**src/rtl/wake_pkg.sv**
```systemverilog
package wake_pkg;
  localparam int unsigned TR_W = 4;

  typedef enum logic {
    PHY_NORMAL = 1'b0,
    PHY_PWRDN  = 1'b1
  } phy_mode_e;

  localparam logic [TR_W-1:0] TR_1  = 4'd1;
  localparam logic [TR_W-1:0] TR_3  = 4'd3;
  localparam logic [TR_W-1:0] TR_5  = 4'd5;
  localparam logic [TR_W-1:0] TR_6  = 4'd6;
  localparam logic [TR_W-1:0] TR_9  = 4'd9;
  localparam logic [TR_W-1:0] TR_10 = 4'd10;
  localparam logic [TR_W-1:0] TR_11 = 4'd11;
endpackage

```
**src/rtl/wk_sync_edge.sv**
```systemverilog
module wk_sync_edge #(
  parameter int unsigned N      = 2,
  parameter int unsigned STAGES = 2
) (
  input  logic         clk,
  input  logic         rst,
  input  logic [N-1:0] async_i,
  output logic [N-1:0] rise_o
);
  logic [N-1:0] chain [STAGES];
  logic [N-1:0] prev_q;

  generate
    for (genvar s = 0; s < STAGES; s++) begin : g_stage
      always_ff @(posedge clk) begin
        if (rst) chain[s] <= '0;
        else if (s == 0) chain[s] <= async_i;
        else chain[s] <= chain[(s == 0) ? 0 : s-1];
      end
    end
  endgenerate

  always_ff @(posedge clk) begin
    if (rst) prev_q <= '0;
    else prev_q <= chain[STAGES-1];
  end

  assign rise_o = chain[STAGES-1] & ~prev_q;

  generate
    for (genvar b = 0; b < N; b++) begin : g_chk

      rise_once_chk: assert property (@(posedge clk) disable iff (rst)
        rise_o[b] |=> !rise_o[b]);
    end
  endgenerate
endmodule

```
**src/rtl/wk_sticky.sv**
```systemverilog
module wk_sticky #(
  parameter int unsigned N = 2
) (
  input  logic         clk,
  input  logic         rst,
  input  logic [N-1:0] set_i,
  input  logic [N-1:0] clr_i,
  input  logic         clr_pme_i,
  output logic [N-1:0] sts_q,
  output logic [N-1:0] sts_d,
  output logic         pme_q,
  output logic         pme_d
);
  always_comb begin
    sts_d = (sts_q & ~clr_i) | set_i;
    pme_d = (pme_q & ~clr_pme_i) | (|set_i);
  end

  always_ff @(posedge clk) begin
    if (rst) begin
      sts_q <= '0;
      pme_q <= 1'b0;
    end else begin
      sts_q <= sts_d;
      pme_q <= pme_d;
    end
  end

  generate
    for (genvar b = 0; b < N; b++) begin : g_chk

      set_wins_chk: assert property (@(posedge clk) disable iff (rst)
        set_i[b] |=> sts_q[b]);

      clr_takes_chk: assert property (@(posedge clk) disable iff (rst)
        (clr_i[b] && !set_i[b]) |=> !sts_q[b]);
    end
  endgenerate

  pme_follows_chk: assert property (@(posedge clk) disable iff (rst)
    (|set_i) |=> pme_q);
endmodule

```
**src/rtl/wk_phy_decode.sv**
```systemverilog
module wk_phy_decode
  import wake_pkg::*;
(
  input  logic            clk,
  input  logic            rst,
  input  logic            valid_i,
  input  logic [TR_W-1:0] code_i,
  input  logic            aux_i,
  input  logic            pme_en_i,
  output logic            rst_o,
  output phy_mode_e       mode_o
);
  logic      hit;
  phy_mode_e sel;

  always_comb begin
    hit = 1'b0;
    sel = PHY_NORMAL;
    if (valid_i) begin
      case (code_i)
        TR_9:  if (!aux_i) begin hit = 1'b1; sel = PHY_NORMAL; end
        TR_6:  if (aux_i)  begin hit = 1'b1; sel = PHY_PWRDN;  end
        TR_1, TR_3:
               if (!pme_en_i) begin hit = 1'b1; sel = PHY_PWRDN; end
        TR_10, TR_11:
               if (aux_i && !pme_en_i) begin hit = 1'b1; sel = PHY_PWRDN; end
        TR_5:  if (!pme_en_i) begin hit = 1'b1; sel = PHY_NORMAL; end
        default: hit = 1'b0;
      endcase
    end
  end

  always_ff @(posedge clk) begin
    if (rst) begin
      rst_o  <= 1'b0;
      mode_o <= PHY_NORMAL;
    end else begin
      rst_o <= hit;
      if (hit) mode_o <= sel;
    end
  end


  rst_single_chk: assert property (@(posedge clk) disable iff (rst)
    rst_o |=> !rst_o);

  no_strobe_chk: assert property (@(posedge clk) disable iff (rst)
    !valid_i |=> !rst_o);

  mode_hold_chk: assert property (@(posedge clk) disable iff (rst)
    !valid_i |=> $stable(mode_o));
endmodule

```
**src/rtl/wake_phyrst_ctrl.sv**
```systemverilog
module wake_phyrst_ctrl
  import wake_pkg::*;
#(
  parameter int unsigned SYNC_STAGES = 2
) (
  input  logic            clk,
  input  logic            rst,
  input  logic            mac_wake_i,
  input  logic            phy_irq_i,
  input  logic            wol_en_i,
  input  logic            ed_en_i,
  input  logic            pme_en_i,
  input  logic            aux_pwr_i,
  input  logic [1:0]      clr_wake_i,
  input  logic            clr_pme_i,
  input  logic            trans_valid_i,
  input  logic [TR_W-1:0] trans_code_i,
  output logic [1:0]      wake_sts_o,
  output logic            pme_sts_o,
  output logic            pme_n_o,
  output logic            wake_irq_o,
  output logic            phy_rst_o,
  output logic            phy_pwrdn_o
);
  localparam int unsigned NSRC = 2;

  logic [NSRC-1:0] rise, gated, sts_d;
  logic            pme_d;
  phy_mode_e       mode;

  wk_sync_edge #(.N(NSRC), .STAGES(SYNC_STAGES)) u_sync (
    .clk(clk), .rst(rst),
    .async_i({mac_wake_i, phy_irq_i}),
    .rise_o(rise)
  );

  assign gated = rise & {wol_en_i, ed_en_i};

  wk_sticky #(.N(NSRC)) u_sticky (
    .clk(clk), .rst(rst),
    .set_i(gated), .clr_i(clr_wake_i), .clr_pme_i(clr_pme_i),
    .sts_q(wake_sts_o), .sts_d(sts_d),
    .pme_q(pme_sts_o), .pme_d(pme_d)
  );

  always_ff @(posedge clk) begin
    if (rst) begin
      pme_n_o    <= 1'b1;
      wake_irq_o <= 1'b0;
    end else begin
      pme_n_o    <= ~(pme_d & pme_en_i);
      wake_irq_o <= |sts_d;
    end
  end

  wk_phy_decode u_dec (
    .clk(clk), .rst(rst),
    .valid_i(trans_valid_i), .code_i(trans_code_i),
    .aux_i(aux_pwr_i), .pme_en_i(pme_en_i),
    .rst_o(phy_rst_o), .mode_o(mode)
  );

  assign phy_pwrdn_o = (mode == PHY_PWRDN);


  pme_pin_chk: assert property (@(posedge clk) disable iff (rst)
    !pme_n_o |-> pme_sts_o);

  irq_level_chk: assert property (@(posedge clk) disable iff (rst)
    wake_irq_o == (|wake_sts_o));
endmodule

```
**config.mk**
```make
export PLATFORM = sky130hd
export DESIGN_NAME = wake_phyrst_ctrl
export DESIGN_NICKNAME = d
export VERILOG_FILES = /design/src/rtl/wake_pkg.sv /design/src/rtl/wk_sync_edge.sv /design/src/rtl/wk_sticky.sv /design/src/rtl/wk_phy_decode.sv /design/src/rtl/wake_phyrst_ctrl.sv
export SDC_FILE = /design/constraint.sdc
export NUM_CORES = 1
export LEC_CHECK = 0
export BUFFER_PORTS_ARGS = -buffer_cell sky130_fd_sc_hd__buf_4
export CAP_MARGIN = 20
export CORE_MARGIN = 2
export CORE_UTILIZATION = 38
export CTS_CLUSTER_SIZE = 14
export DETAILED_ROUTE_END_ITERATION = 8
export PLACE_DENSITY = 0.75
export SLEW_MARGIN = 15
export SYNTH_ARGS = -nofsm -noshare
export SYNTH_HDL_FRONTEND = slang
export SYNTH_SLANG_ARGS = --single-unit
```
**constraint.sdc**
```tcl
create_clock -name clk -period 1 [get_ports clk]
set_input_delay 0.05 -clock clk [delete_from_list [all_inputs] [get_ports clk]]
set_output_delay 0.05 -clock clk [all_outputs]
set_load 0.005 [all_outputs]
```
Yosys cells after proc, flatten, opt, wreduce, memory -nomap -nowiden
Memories as Yosys holds them, arrays and structs flattened.
Index checks and enable logic that the tools add are counted.

storage, ports and cells
  output and inout port bits = 7
  memories = 1
  bits of input ports = 16
  logic and storage cells = 48
  flip-flop bits (word level) = 9
  RAM bits = 4

memories
  memory        words  width  read ports  clocked after memory_dff  write ports  RTL line            text
  u_sync.chain  2      2      2           0                         2            wk_sync_edge.sv:10  logic [N-1:0] chain [STAGES];

operators by class
  bitwise gates (word level) = 13
  equal/unequal tests = 7
  multiplexer cells = 13
  reduce and logical (&&, ||, !) cells = 7

operator list
  operator                                                                count
  4-bit equality test (second input constant)                             3
  1-bit 2-to-1 mux                                                        9
  4-bit by 3-bit equality test with 1-bit output (second input constant)  2
  2-bit OR reduction                                                      4
  2-bit bitwise AND                                                       3
  4-bit by 1-bit equality test with 1-bit output (second input constant)  1
  4-bit by 2-bit equality test with 1-bit output (second input constant)  1
  2-bit 2-to-1 mux                                                        2
  2-bit NOT                                                               2
  1-bit one-hot mux with 4 select lines                                   1
  1-bit OR                                                                3
  1-bit one-hot mux with 3 select lines                                   1
  3-bit OR reduction                                                      1
  1-bit bitwise AND                                                       2
  1-bit NOT                                                               2
  2-bit OR                                                                1
  1-bit logical AND                                                       1
  1-bit zero test                                                         1

Depth between registers and ports, before layout
  depth after elaboration = 7
  depth in mapped cells = 4
  gate-level depth less buffers = 4

Hierarchy
Synthesis repeated with hierarchy kept, for this count alone.

unflattened totals
  cells, all modules = 55
  area, all modules = 553.0 µm²

modules (own cells, without submodules)
  module            seq. area each (µm²)  area each (µm²)  cells an instance  times used
  wk_phy_decode     40.0                  173.9            20                 1
  wk_sync_edge      120.1                 170.2            14                 1
  wk_sticky         60.1                  138.9            15                 1
  wake_phyrst_ctrl  40.0                  70.1             6                  1

Worst setup path before layout
No wires, ideal clock.

  path type = input to register
  start = input aux_pwr_i
  end = register u_dec.mode_o
  arrival time = 0.855 ns
  data required time = 0.877 ns
  setup slack = 0.022 ns
  buffers on the path = 0
  setup time = 0.123 ns
  cell stages on the path = 4
  cell sequence = nor4b_2 > o21ai_0 > a21oi_2 > mux2_1

on the way
  cells in the longest elaborated chain, start to end = 4
  elaborated cells on any way between the ends = 8
  classes of those cells = 7 x mux; 1 x reduce/logical

ends and longest elaborated chain
  item                                                                                                   RTL line                text
  start, declared                                                                                        wake_phyrst_ctrl.sv:13  input logic aux_pwr_i,
  1-bit logical AND                                                                                      wk_phy_decode.sv:26     if (aux_i && !pme_en_i) begin hit = 1'b1; sel = PHY_PWRDN; end
  1-bit 2-to-1 mux                                                                                       wk_phy_decode.sv:26
  1-bit one-hot mux with 4 select lines / 1-bit one-hot mux with 3 select lines (equally long branches)  wk_phy_decode.sv:20     case (code_i)
  1-bit 2-to-1 mux                                                                                       wk_phy_decode.sv:19     if (valid_i) begin
  end signal, assigned                                                                                   wk_phy_decode.sv:39     if (hit) mode_o <= sel;
  end, declared                                                                                          wk_phy_decode.sv:11     output phy_mode_e mode_o

Several ways; a longest one is shown, not always the timed one.
A chain may end at the register's enable or synchronous reset.

Worst setup path in the final report
  start = register u_sync.prev_q[1] (read register of u_sync.chain)
  end = register wake_irq_o

on the way
  cells in the longest elaborated chain, start to end = 5

ends and longest elaborated chain
  item                  RTL line                text
  start, declared       wk_sync_edge.sv:11      logic [N-1:0] prev_q;
  2-bit NOT             wk_sync_edge.sv:28      assign rise_o = chain[STAGES-1] & ~prev_q;
  2-bit bitwise AND     wk_sync_edge.sv:28
  2-bit bitwise AND     wake_phyrst_ctrl.sv:37  assign gated = rise & {wol_en_i, ed_en_i};
  2-bit OR              wk_sticky.sv:15         sts_d = (sts_q & ~clr_i) | set_i;
  2-bit OR reduction    wake_phyrst_ctrl.sv:52  wake_irq_o <= |sts_d;
  end signal, assigned  wake_phyrst_ctrl.sv:52
  end, declared         wake_phyrst_ctrl.sv:21  output logic wake_irq_o,

Every way passes these cells.

==> results.rst <==
.. list-table::
   :header-rows: 1

   * - Metric
     - Value
   * - Count of antenna diodes in the layout
     - 0
   * - Number of global-route vias before repair
     - 409
   * - Register-to-Register Setup Slack
     - 0.07 ns
   * - Max-Cap Viols
     - 0
   * - Number of fillers in the final layout
     - 120
   * - Core Footprint
     - 0.001285 mm²
   * - Mapped Area
     - 513.0 µm²
   * - Static leakage
     - 0.3405 nW
   * - Dominant combinational cell family by area after synthesis
     - simple AND/OR/NAND/NOR gates
   * - Number of hold violations in the final report
     - 0
   * - Final Cell Area
     - 784.5 µm²
   * - Min-Delay Path Class
     - in -> reg
   * - Critical-path cell list
     - nand3b_1 > a21oi_1 > or2_2
   * - Type of the setup path with the least slack
     - reg -> reg
   * - Highest routing layer actually used
     - met3
   * - Width of the die
     - 40.74 µm
   * - Average cell area after synthesis
     - 10.26 µm²
   * - Setup repair after global routing missed its margin
     - no
   * - Die Ht
     - 40.74 µm
   * - Gate count after technology mapping
     - 50
   * - Cell type with the largest total area after synthesis
     - sky130_fd_sc_hd__dfxtp_1
   * - Sequential area share after synthesis
     - 0.5073
   * - Die Footprint
     - 0.001660 mm²
   * - Terminating pin of the worst hold path
     - u_sticky.pme_q
   * - DR WL met3
     - 67 µm
   * - Remaining antenna violation count
     - 0
   * - Power per Cell Area
     - 1276 mW/mm²
   * - Max Freq
     - 1072 MHz
   * - Worst slew margin relative to its limit
     - 0.8502
   * - Slew at the pin with the worst max-slew slack
     - 0.2223 ns
   * - Compound-cell area share of the yosys netlist
     - 0.1561
   * - Required time of the critical path
     - 1.17 ns
   * - Biggest area contributors in the synthesized netlist
     - sky130_fd_sc_hd__dfxtp_1, sky130_fd_sc_hd__nor2b_1, sky130_fd_sc_hd__nand2b_1, sky130_fd_sc_hd__nand3b_1, sky130_fd_sc_hd__a21oi_1
   * - Instance area after placement
     - 738.2 µm²
   * - Buffers on Ports
     - 22
   * - Family with the most delay on the worst path
     - simple AND/OR/NAND/NOR gates
   * - Slew Viols, Final
     - 0
   * - Final Net Count
     - 100
   * - Startpoint type of the worst setup path
     - flop
   * - DR vias
     - 467
   * - Final setup skew
     - 0.007074 ns
   * - Number of optimization iterations in the first detailed-route pass
     - 3
   * - Clock-pin transition on the worst setup and hold timing paths
     - 0.08 ns
   * - Number of antenna violations at the first check in global routing
     - 0
   * - DRC violations left
     - 0
   * - Total Wirelength
     - 1109 µm
   * - Buffer and inverter count on the worst path
     - 0
   * - WL met2
     - 571 µm
   * - Crit Reg-Reg Endpoint
     - wake_irq_o
   * - Routed wirelength normalized by instance count
     - 11.32 µm
   * - Number of buffers created by CTS
     - 3
   * - Depth of the most critical reg-to-reg path
     - 3
   * - Simple-gate share of the synthesized area
     - 0.3000
   * - Share of Yosys cell area claimed by the top area cell type
     - 0.5073
   * - CTS HTree Levels
     - 1
   * - Run status
     - finished clean
   * - Clock sink count
     - 13
   * - Worst supply voltage drop on vdd
     - 1126 µV
   * - Critical Path AT
     - 1.10 ns
   * - Starting density of the core
     - 0.3992
   * - Register bit total from synthesis
     - 13
   * - CP Max Fanout
     - 3
   * - First-pass GRT wire length
     - 1745 µm
   * - Worst Setup End Kind
     - flop
   * - Clock latency on the worst-skew pair
     - 0.27 ns
   * - Syn nets
     - 66
   * - Post-Synth Adder-Cell Area
     - 0
   * - Final number of setup-violating endpoints
     - 0
   * - Critical R2R Launch
     - u_sync.prev_q[1]
   * - Setup ws final
     - 0.06726 ns
   * - Post-route fraction of the period consumed by the critical path
     - 0.9327
   * - Final Critical Period
     - 0.9327 ns
   * - Overall global routing resource usage
     - 0.1689
   * - Startpoint of the worst hold path
     - rst
   * - Multiplexer share of the synthesized area
     - 0.02195
   * - Ys Warns
     - 0
   * - Number of vias per cell after detailed routing
     - 4.765
   * - Wire length the detailed router placed on met1
     - 470 µm
   * - Fraction of layout cells with a size suffix above 1
     - 0.4217
   * - Count of different cell masters after synthesis
     - 21
   * - Hold Crit Depth
     - 2
   * - CTS root buffer
     - sky130_fd_sc_hd__clkbuf_4
   * - 1st-iter DRT viols
     - 11
   * - Synth Area in XOR/XNOR
     - 0
   * - IO Count
     - 23
   * - Grt total ovfl
     - 0
   * - Pin count of the biggest net entering global routing
     - 14
   * - CTS tree
     - done
   * - Highest cell delay on the worst timing path
     - 0.31 ns
   * - Routability congestion estimate
     - 0.6942
   * - CTS Buffer Depth
     - 2
   * - Worst Hold Slack
     - 0.03046 ns
   * - Sum of net half-perimeters after detailed placement
     - 826.2 µm
   * - Post-CTS Resized
     - 0
   * - P&R area growth vs syn
     - 52.93%
   * - CP max stage cell
     - sky130_fd_sc_hd__dfxtp_1
   * - Row cnt
     - 13
   * - Setup slack at placement
     - -0.1704 ns
   * - Setup total negative slack
     - 0 ns
-- cell families after synthesis --
family / Yosys count
muxes: 1
DFF: 13
and+or+nand+nor: 22
AOI/OAI and AO/OA: 12
buffers and inverters: 2
-- worst register-to-register path: cells and delay by family (launching register included) --
kind	cells	cell delay (ns)
AOI/OAI and AO/OA	1	0.09
and+or+nand+nor	2	0.42
DFF	1	0.31
-- cell usage after synthesis --
library cell / instances
sky130_fd_sc_hd__a31oi_1: 1
sky130_fd_sc_hd__o21ai_0: 1
sky130_fd_sc_hd__o211ai_1: 1
sky130_fd_sc_hd__nand2b_1: 4
sky130_fd_sc_hd__a21oi_1: 4
sky130_fd_sc_hd__nor3b_2: 1
sky130_fd_sc_hd__nor3b_1: 1
sky130_fd_sc_hd__inv_1: 1
sky130_fd_sc_hd__a211o_1: 1
sky130_fd_sc_hd__or2_2: 1
sky130_fd_sc_hd__nor4b_2: 1
sky130_fd_sc_hd__nand3_1: 3
sky130_fd_sc_hd__nor2b_1: 8
sky130_fd_sc_hd__nand3b_1: 3
sky130_fd_sc_hd__mux2_1: 1
sky130_fd_sc_hd__a211oi_1: 1
sky130_fd_sc_hd__a21oi_2: 1
sky130_fd_sc_hd__o21a_1: 1
sky130_fd_sc_hd__clkbuf_1: 1
sky130_fd_sc_hd__o221ai_1: 1
sky130_fd_sc_hd__dfxtp_1: 13
-- how the worst max path moves through the flow --
| stage | from | end | slack [ns] | cells past startpoint |
|---|---|---|---|---|
| 3_5_place_dp | aux_pwr_i | u_dec.mode_o | -0.17 | 5 |
| 2_1_floorplan | aux_pwr_i | u_dec.mode_o | 0.02 | 4 |
| 6_report | u_sync.prev_q[1] | wake_irq_o | 0.07 | 3 |
| 3_3_place_gp | aux_pwr_i | u_dec.mode_o | -0.15 | 5 |
| 4_1_cts | u_sync.prev_q[1] | wake_irq_o | 0.06 | 3 |
| 5_1_grt | u_sync.prev_q[1] | wake_irq_o | 0.02 | 3 |
-- cell type report --
| class | count | area, µm² | area share |
|---|---|---|---|
| inverter | 1 | 3.754 | 0.004785 |
| clock buffer | 4 | 26.28 | 0.03349 |
| timing repair buffer | 30 | 230.2 | 0.2935 |
| tap | 15 | 18.77 | 0.02392 |
| multi-input combinational | 35 | 245.2 | 0.3126 |
| sequential | 13 | 260.3 | 0.3317 |
-- state kept, by name, summed over array words and instances, names as in the netlist --
name            flops
u_dec.mode_o        1
u_sticky.pme_q      1
u_sync.prev_q       2
u_sync.chain        4
u_sticky.sts_q      2
u_dec.rst_o         1
pme_n_o             1
wake_irq_o          1
-- cells in the final DEF (no fill, tap or decap), drive strengths merged --
master / instances
o21a: 1
inv: 1
o211ai: 1
or2: 1
o221ai: 1
dlygate4sd3: 2
nand2b: 4
nor4b: 1
clkbuf: 4
a21oi: 5
a31oi: 1
a211oi: 1
a211o: 1
nor3b: 2
o21ai: 1
buf: 28
mux2: 1
nand3: 3
nor2b: 8
dfxtp: 13
nand3b: 3
-- per-layer routing --
layer  up-vias  global-route usage
met5         -                   0
met4         0             0.05000
met3         0             0.09783
met2        12              0.2540
met1       211              0.2020
li1        244                   -
-- report_power, final --
| part | switching, mW | total [mW] | internal [mW] | leakage, nW |
|---|---|---|---|---|
| registers | 0.00535 | 0.540 | 0.534 | 0.106 |
| clock network | 0.158 | 0.313 | 0.155 | 0.0150 |
| logic | 0.0553 | 0.148 | 0.0929 | 0.219 |
| total | 0.219 | 1.00 | 0.782 | 0.341 |
-- stage by stage --
step	utilization	total power [mW]	cells
after CTS	0.6105	1.017	98
final	0.6105	1.001	98
after global placement	0.5745	0.6890	92
after detailed placement	0.5745	0.6937	92
after floorplan	-	0.5960	50
after global routing	0.6105	1.060	98
-- timing repair --
action | CTS | global route
setup buffers | 0 | 0
hold buffers | 2 | 0
hold endpoints to repair | 2 | 0
(Power assumes the default switching activity.)
